[src/rtl/nsq_pkg.sv]
package nsq_pkg;

  localparam logic [7:0] OP_READ0   = 8'h00;
  localparam logic [7:0] OP_READ1   = 8'h01;
  localparam logic [7:0] OP_SPARE   = 8'h50;
  localparam logic [7:0] OP_DATAIN  = 8'h80;
  localparam logic [7:0] OP_PROG    = 8'h10;
  localparam logic [7:0] OP_ERASE_A = 8'h60;
  localparam logic [7:0] OP_ERASE_B = 8'hD0;
  localparam logic [7:0] OP_STATUS  = 8'h70;
  localparam logic [7:0] OP_IDENT   = 8'h90;
  localparam logic [7:0] OP_PARAM   = 8'hEC;
  localparam logic [7:0] OP_GETFEAT = 8'hEE;
  localparam logic [7:0] OP_SETFEAT = 8'hEF;

  // one bus latch cycle
  typedef struct packed {
    logic       cle;
    logic       ale;
    logic [7:0] dat;
  } latch_t;

  // how a request finishes after its latch cycles
  typedef enum logic [1:0] {
    FIN_NOW = 2'd0,
    FIN_RDY = 2'd1,
    FIN_DLY = 2'd2
  } fin_t;

  function automatic logic byte_wide_op(input logic [7:0] op);
    return (op == OP_IDENT) || (op == OP_PARAM) ||
           (op == OP_GETFEAT) || (op == OP_SETFEAT);
  endfunction

  function automatic logic skip_wait_op(input logic [7:0] op);
    return (op == OP_PROG) || (op == OP_ERASE_A) || (op == OP_ERASE_B) ||
           (op == OP_DATAIN) || (op == OP_STATUS) || (op == OP_IDENT) ||
           (op == OP_SETFEAT);
  endfunction

  function automatic latch_t mk_latch(input logic is_cmd, input logic [7:0] d);
    latch_t l;
    l.cle = is_cmd;
    l.ale = ~is_cmd;
    l.dat = d;
    return l;
  endfunction

endpackage

[src/rtl/nsq_plan.sv]
module nsq_plan
  import nsq_pkg::*;
#(
  parameter int COL_W      = 10,
  parameter int ROW_W      = 24,
  parameter int PAGE_BYTES = 512,
  parameter int SLOTS      = 6,
  localparam int CNT_W     = $clog2(SLOTS + 1)
) (
  input  logic [7:0]             cmd,
  input  logic [COL_W-1:0]       col,
  input  logic                   col_vld,
  input  logic [ROW_W-1:0]       page,
  input  logic                   page_vld,
  input  logic                   bus16,
  input  logic                   row3,
  input  logic                   has_rdy,
  output latch_t [SLOTS-1:0]     plan,
  output logic [CNT_W-1:0]       count,
  output fin_t                   fin
);

  localparam logic [COL_W-1:0] PG_SIZE = COL_W'(PAGE_BYTES);
  localparam logic [COL_W-1:0] PG_HALF = COL_W'(PAGE_BYTES / 2);

  logic [7:0]       ptr_op;
  logic [COL_W-1:0] col_reb;
  logic [COL_W-1:0] col_src;
  logic [COL_W-1:0] col_out;
  logic [23:0]      row24;

  assign row24 = 24'(page);

  // region pointer for the data-input command
  always_comb begin
    ptr_op  = OP_READ0;
    col_reb = col;
    if (col_vld && (col >= PG_SIZE)) begin
      ptr_op  = OP_SPARE;
      col_reb = col - PG_SIZE;
    end else if (col_vld && (col >= PG_HALF)) begin
      ptr_op  = OP_READ1;
      col_reb = col - PG_HALF;
    end
  end

  assign col_src = (cmd == OP_DATAIN) ? col_reb : col;
  assign col_out = (bus16 && !byte_wide_op(cmd)) ? (col_src >> 1) : col_src;

  // cycle list
  always_comb begin
    plan  = '0;
    count = '0;
    if (cmd == OP_DATAIN) begin
      plan[count] = mk_latch(1'b1, ptr_op);
      count       = count + 1'b1;
    end
    plan[count] = mk_latch(1'b1, cmd);
    count       = count + 1'b1;
    if (col_vld) begin
      plan[count] = mk_latch(1'b0, col_out[7:0]);
      count       = count + 1'b1;
    end
    if (page_vld) begin
      plan[count] = mk_latch(1'b0, row24[7:0]);
      count       = count + 1'b1;
      plan[count] = mk_latch(1'b0, row24[15:8]);
      count       = count + 1'b1;
      if (row3) begin
        plan[count] = mk_latch(1'b0, row24[23:16]);
        count       = count + 1'b1;
      end
    end
  end

  // ending decision
  always_comb begin
    if (skip_wait_op(cmd) || ((cmd == OP_READ0) && !col_vld && !page_vld))
      fin = FIN_NOW;
    else if (has_rdy)
      fin = FIN_RDY;
    else
      fin = FIN_DLY;
  end

endmodule

[src/rtl/nsq_strobe.sv]
module nsq_strobe #(
  parameter int LO_CYC = 2,
  parameter int HI_CYC = 2,
  localparam int W     = $clog2(LO_CYC + HI_CYC)
) (
  input  logic clk,
  input  logic rst_n,
  input  logic run,
  output logic we_n,
  output logic slot_end
);

  localparam logic [W-1:0] LAST = W'(LO_CYC + HI_CYC - 1);
  localparam logic [W-1:0] LOW  = W'(LO_CYC);

  logic [W-1:0] cnt;

  always_ff @(posedge clk or negedge rst_n) begin
    if (!rst_n)                cnt <= '0;
    else if (!run)             cnt <= '0;
    else if (cnt == LAST)      cnt <= '0;
    else                       cnt <= cnt + 1'b1;
  end

  assign slot_end = run && (cnt == LAST);
  assign we_n     = !(run && (cnt < LOW));

endmodule

[src/rtl/nsq_timer.sv]
module nsq_timer #(
  parameter int MAX_LEN = 2000,
  localparam int W      = $clog2(MAX_LEN + 1)
) (
  input  logic         clk,
  input  logic         rst_n,
  input  logic         load,
  input  logic [W-1:0] len,
  output logic         expired
);

  logic [W-1:0] cnt;

  always_ff @(posedge clk or negedge rst_n) begin
    if (!rst_n)           cnt <= '0;
    else if (load)        cnt <= len - 1'b1;
    else if (cnt != '0)   cnt <= cnt - 1'b1;
  end

  assign expired = (cnt == '0);

endmodule

[src/rtl/nsq_top.sv]
module nsq_top
  import nsq_pkg::*;
#(
  parameter int COL_W      = 10,
  parameter int ROW_W      = 24,
  parameter int PAGE_BYTES = 512,
  parameter int SLOTS      = 6,
  parameter int WE_LO      = 2,
  parameter int WE_HI      = 2,
  parameter int TWB_CYC    = 10,
  parameter int DELAY_CYC  = 2000
) (
  input  logic             clk,
  input  logic             rst_n,
  input  logic             req_valid,
  output logic             req_ready,
  input  logic [7:0]       req_cmd,
  input  logic [COL_W-1:0] req_col,
  input  logic             req_col_vld,
  input  logic [ROW_W-1:0] req_page,
  input  logic             req_page_vld,
  input  logic             cfg_bus16,
  input  logic             cfg_row3,
  input  logic             cfg_has_rdy,
  input  logic             nand_rb,
  output logic             nand_ce_n,
  output logic             nand_cle,
  output logic             nand_ale,
  output logic             nand_we_n,
  output logic [15:0]      nand_io,
  output logic             seq_done
);

  localparam int CNT_W = $clog2(SLOTS + 1);
  localparam int TMAX  = (TWB_CYC > DELAY_CYC) ? TWB_CYC : DELAY_CYC;
  localparam int TW    = $clog2(TMAX + 1);

  typedef enum logic [2:0] {
    ST_IDLE, ST_BUS, ST_TWB, ST_RDYW, ST_DLY, ST_DONE
  } state_t;

  state_t             state;
  latch_t [SLOTS-1:0] lst_q;
  logic [CNT_W-1:0]   n_q, idx_q;
  fin_t               fin_q;

  latch_t [SLOTS-1:0] plan_w;
  logic [CNT_W-1:0]   count_w;
  fin_t               fin_w;
  logic               slot_end, tmr_exp, tmr_load;
  logic [TW-1:0]      tmr_len;
  latch_t             cur;
  logic               in_bus, last_slot;

  nsq_plan #(
    .COL_W(COL_W), .ROW_W(ROW_W), .PAGE_BYTES(PAGE_BYTES), .SLOTS(SLOTS)
  ) u_plan (
    .cmd(req_cmd), .col(req_col), .col_vld(req_col_vld),
    .page(req_page), .page_vld(req_page_vld),
    .bus16(cfg_bus16), .row3(cfg_row3), .has_rdy(cfg_has_rdy),
    .plan(plan_w), .count(count_w), .fin(fin_w)
  );

  assign in_bus = (state == ST_BUS);

  nsq_strobe #(.LO_CYC(WE_LO), .HI_CYC(WE_HI)) u_strobe (
    .clk(clk), .rst_n(rst_n), .run(in_bus),
    .we_n(nand_we_n), .slot_end(slot_end)
  );

  assign last_slot = (idx_q == n_q - 1'b1);
  assign tmr_load  = in_bus && slot_end && last_slot && (fin_q != FIN_NOW);
  assign tmr_len   = (fin_q == FIN_RDY) ? TW'(TWB_CYC) : TW'(DELAY_CYC);

  nsq_timer #(.MAX_LEN(TMAX)) u_timer (
    .clk(clk), .rst_n(rst_n), .load(tmr_load), .len(tmr_len), .expired(tmr_exp)
  );

  always_ff @(posedge clk or negedge rst_n) begin
    if (!rst_n) begin
      state <= ST_IDLE;
      lst_q <= '0;
      n_q   <= '0;
      idx_q <= '0;
      fin_q <= FIN_NOW;
    end else begin
      case (state)
        ST_IDLE: if (req_valid) begin
          lst_q <= plan_w;
          n_q   <= count_w;
          fin_q <= fin_w;
          idx_q <= '0;
          state <= ST_BUS;
        end
        ST_BUS: if (slot_end) begin
          if (last_slot) begin
            case (fin_q)
              FIN_RDY: state <= ST_TWB;
              FIN_DLY: state <= ST_DLY;
              default: state <= ST_DONE;
            endcase
          end else begin
            idx_q <= idx_q + 1'b1;
          end
        end
        ST_TWB:  if (tmr_exp) state <= ST_RDYW;
        ST_RDYW: if (nand_rb) state <= ST_DONE;
        ST_DLY:  if (tmr_exp) state <= ST_DONE;
        ST_DONE: state <= ST_IDLE;
        default: state <= ST_IDLE;
      endcase
    end
  end

  assign cur       = lst_q[idx_q];
  assign req_ready = (state == ST_IDLE);
  assign seq_done  = (state == ST_DONE);
  assign nand_ce_n = !in_bus;
  assign nand_cle  = in_bus && cur.cle;
  assign nand_ale  = in_bus && cur.ale;
  assign nand_io   = in_bus ? {8'h00, cur.dat} : 16'h0000;

endmodule

[config.mk]
export PLATFORM = sky130hd
export DESIGN_NAME = nsq_top
export DESIGN_NICKNAME = d
export VERILOG_FILES = /design/src/rtl/nsq_pkg.sv /design/src/rtl/nsq_plan.sv /design/src/rtl/nsq_strobe.sv /design/src/rtl/nsq_timer.sv /design/src/rtl/nsq_top.sv
export SDC_FILE = /design/constraint.sdc
export NUM_CORES = 1
export LEC_CHECK = 0
export BUFFER_PORTS_ARGS = -buffer_cell sky130_fd_sc_hd__buf_2
export CORE_MARGIN = 2
export CORE_UTILIZATION = 30
export CTS_BUF_LIST = sky130_fd_sc_hd__clkbuf_4 sky130_fd_sc_hd__clkbuf_8 sky130_fd_sc_hd__clkbuf_16
export CTS_CLUSTER_SIZE = 10
export DETAILED_ROUTE_END_ITERATION = 10
export PLACE_DENSITY = 0.52
export SYNTH_ARGS = -nofsm -noshare
export SYNTH_HDL_FRONTEND = slang
export SYNTH_HIERARCHICAL = 1
export SYNTH_SLANG_ARGS = --single-unit
[constraint.sdc]
create_clock -name clk -period 3.7 [get_ports clk]
set_input_delay 0.185 -clock clk [delete_from_list [all_inputs] [get_ports clk]]
set_output_delay 0.185 -clock clk [all_outputs]
set_load 0.03 [all_outputs]
==> impl_results.md <==
- Status: finished with violations
- Failing checks: hold timing
- CTS Buf Count: 9
- Area growth, synth to finish: 11.2%
- Critical path destination: u_timer/cnt[8]$_DFFE_PN0P_
- N_diodes: 0
- Slew margin rel.: 0.398
- Tcrit/Tclk final: 0.928
- Post-synth ARST share: 1.00
- FMAX: 291 MHz
- Worst Max-Slew Pin Slew: 0.904 ns
- Mapped cell area: 6490 um^2
- Worst hold path class: in -> async
- Clock skew: 0.0120 ns
- Clk slew on worst S/H paths: 0.07 ns
- Initial antenna violation count: 0
- Vias per inst: 5.28
- Minimum clock period: 3.43 ns
- Post-DP HPWL: 14.7 mm
- Initial DRC Count: 488
- Vias in the first global route: 5628
- WL final: 20.1 mm
- DRC Markers: 0
- Clock root cell: clkbuf_16
- Synth Area in Compound Gates: 0.168
- Peak supply drop: 0.241 mV
- Starting density of the core: 0.307
- Sink Count: 84
- Top cell family by delay on the critical path: simple AND/OR/NAND/NOR gates
- Row cnt: 53
- Slew Viols, Final: 0
- Critical register-to-register path endpoint: u_timer/cnt[8]$_DFFE_PN0P_
- Yosys warns: 6
- Reg-to-Reg Start: n_q[0]$_DFFE_PN0P_
- Main combinational cell family by area after synthesis: simple AND/OR/NAND/NOR gates
- Sum Neg Setup Slack: 0 ns
- Synth Area in Adders: 0.0251
- I/O pins: 73
- Seq/Total Area, Yosys: 0.324
- Final core utilization: 0.341
- Cells after synthesis: 824
- Post-Synth XOR/XNOR Area: 0.0214
- Most common cell after layout, fill and taps aside: nand2_1
- Post-route ant nets: 0
- Reg2Reg Depth: 12
- WHS: -0.0251 ns
- #FFs+latches synth: 84
- Mux cell area share after synthesis: 0.0671
- Setup CP Type: reg -> reg
- Largest net degree at the start of global routing: 71
- Internal reg-to-reg setup slack: 0.27 ns
- Number of synthesized flops with an enable pin: 0
- Max incr delay on CP: 0.41 ns
- Clock tree buffer depth: 2
- Startpoint Class: register
- Crit-path most repeated cell: xnor2_1
- Crit-path slowest cell: or4_1
- Layout cells sized above 1: 0.159
- Die height: 151 um
- Average routed wire per standard cell: 17.6 um
- H-tree depth: 3
- Most frequent cells in the layout: 254 x nand2_1, 84 x dfrtp_1, 63 x buf_2
- Nets: 926
- TritonRoute pass-1 iters: 5
- DR vias: 6022
- Leakage: 3.34 nW
- Count of max-cap constraint violations: 0
- CTS tree: done
- Die area: 22800 um^2
- Synth Flop Type: dfrtp_1
- Crit path launch: n_q[0]$_DFFE_PN0P_
- Power Density: 677 nW/um^2
- Critical path depth: 12
- Crit-path max FO: 33
- Final hold violation count: 32
- GR Util All Layers: 0.181
- CP cell instances: inv_1 -> ha_1 -> xnor2_1 -> xnor2_1 -> nand2_2 -> nor3_2 -> buf_6 -> nor3b_1 -> o221ai_1 -> or2_2 -> or4_1 -> o311ai_0
- Core area: 21200 um^2
- Clk Latency, worst-skew pair: 0.34 ns
- Final instance area: 7220 um^2
- Count of final setup violators: 0
- Placer Congestion: 0.911
- Die Width: 151 um
- FILL cells: 2273
- IO buf count: 64
- Worst Setup End Kind: register
- CP Buf/Inv Count: 2
- Count of different cell masters after synthesis: 79
- GRT overflow: 0
- Dpl cell area: 6910 um^2
- Post-Synth Simple-Gate Area: 0.313
- First-pass GRT wire length: 31.9 mm
- RSZ-0062 raised after global routing: no
- Crit path DAT: 3.66 ns
- Critical Path RT: 3.93 ns
- Post-Syn Area per Cell: 7.87 um^2
timing repair:
| action | 4_1_cts | 5_1_grt |
|---|---|---|
| setup endpoints to repair | 0 | 2 |
| endpoints found under the hold margin | 0 | 0 |
| resized for setup | 0 | 1 |
| buffers inserted | 0 | 0 |
| hold buffers | 0 | 0 |
cell type report:
cell class / count / area, um^2 / area share
flip-flops and latches: 84 / 2100 / 0.291
multi-input cells: 665 / 3950 / 0.547
well taps: 275 / 344 / 0.0477
clock inverters: 5 / 60.1 / 0.00832
repair buffers: 79 / 439 / 0.0609
clock buffers: 10 / 239 / 0.0331
inverters: 23 / 86.3 / 0.0120
cells in the mapped netlist (8+ instances only):
library cell	number	area [um^2]
a21oi_1	31	155
a22oi_1	11	82.6
and3_1	9	56.3
buf_2	17	85.1
buf_4	20	150
clkbuf_1	22	82.6
dfrtp_1	84	2100
ha_1	13	163
inv_1	21	78.8
mux2_2	10	113
mux2i_1	9	90.1
mux4_2	8	180
nand2_1	255	957
nand2b_1	12	75.1
nand3_1	24	120
nand4_1	12	75.1
nor2_1	54	203
nor2b_1	12	75.1
nor3_1	14	70.1
o211ai_1	19	143
o21ai_0	20	100
o221ai_1	8	70.1
xnor2_1	10	87.6
stage by stage:
stage	cells	total power [W]	worst slack (ns)
6_report	1141	0.00488	0.267
5_1_grt	1141	0.00528	0.0248
4_1_cts	1141	0.00494	0.211
3_5_place_dp	1126	0.00400	0.263
3_3_place_gp	1126	0.00398	0.362
2_1_floorplan	842	0.00339	0.0739
cell families after synthesis:
family,after synthesis
AND/OR/NAND/NOR,440
AO/OA/AOI/OAI,148
buffers and inverters,93
flip-flops,84
multiplexers,29
XOR/XNOR,15
adder cells (fa/ha/maj),13
other,2
report_power, final:
group	leakage (nW)	internal, W	switching, W	total (W)
clock network	0.145	0.000540	0.000371	0.000911
logic	2.11	0.000948	0.00149	0.00244
registers	1.08	0.00128	0.000249	0.00153
flip-flops by register name, indices dropped and copies added, names as in the netlist:
signal        count
state             3
idx_q             3
lst_q            60
fin_q             2
u_strobe/cnt      2
u_timer/cnt      11
n_q               3
worst reg2reg max path, cell delays in order (launching register included):
cell and delay, ns:
dfrtp_1 0.38, inv_1 0.07, ha_1 0.20, xnor2_1 0.27, xnor2_1 0.20, nand2_2 0.12, nor3_2 0.35, buf_6 0.29
nor3b_1 0.29, o221ai_1 0.25, or2_2 0.38, or4_1 0.41, o311ai_0 0.12
metal layers:
metal,vias up,wire length (um),global-route usage
li1,2912,-,-
met1,2865,9780,0.268
met2,214,8630,0.271
met3,31,1210,0.0259
met4,0,445,0.0584
met5,-,0,0
how the worst min path moves through the flow:
stage / to / cells after the start / start / slack, ns
2_1_floorplan: fin_q[0]$_DFFE_PN0P_ / 0 / rst_n / -0.11
3_3_place_gp: lst_q[44]$_DFFE_PN0P_ / 1 / rst_n / 0.39
3_5_place_dp: lst_q[44]$_DFFE_PN0P_ / 1 / rst_n / 0.39
4_1_cts: lst_q[40]$_DFFE_PN0P_ / 1 / rst_n / 0.02
5_1_grt: lst_q[43]$_DFFE_PN0P_ / 1 / rst_n / 0.07
6_report: lst_q[54]$_DFFE_PN0P_ / 1 / rst_n / -0.03
(Power assumes the default switching activity.)
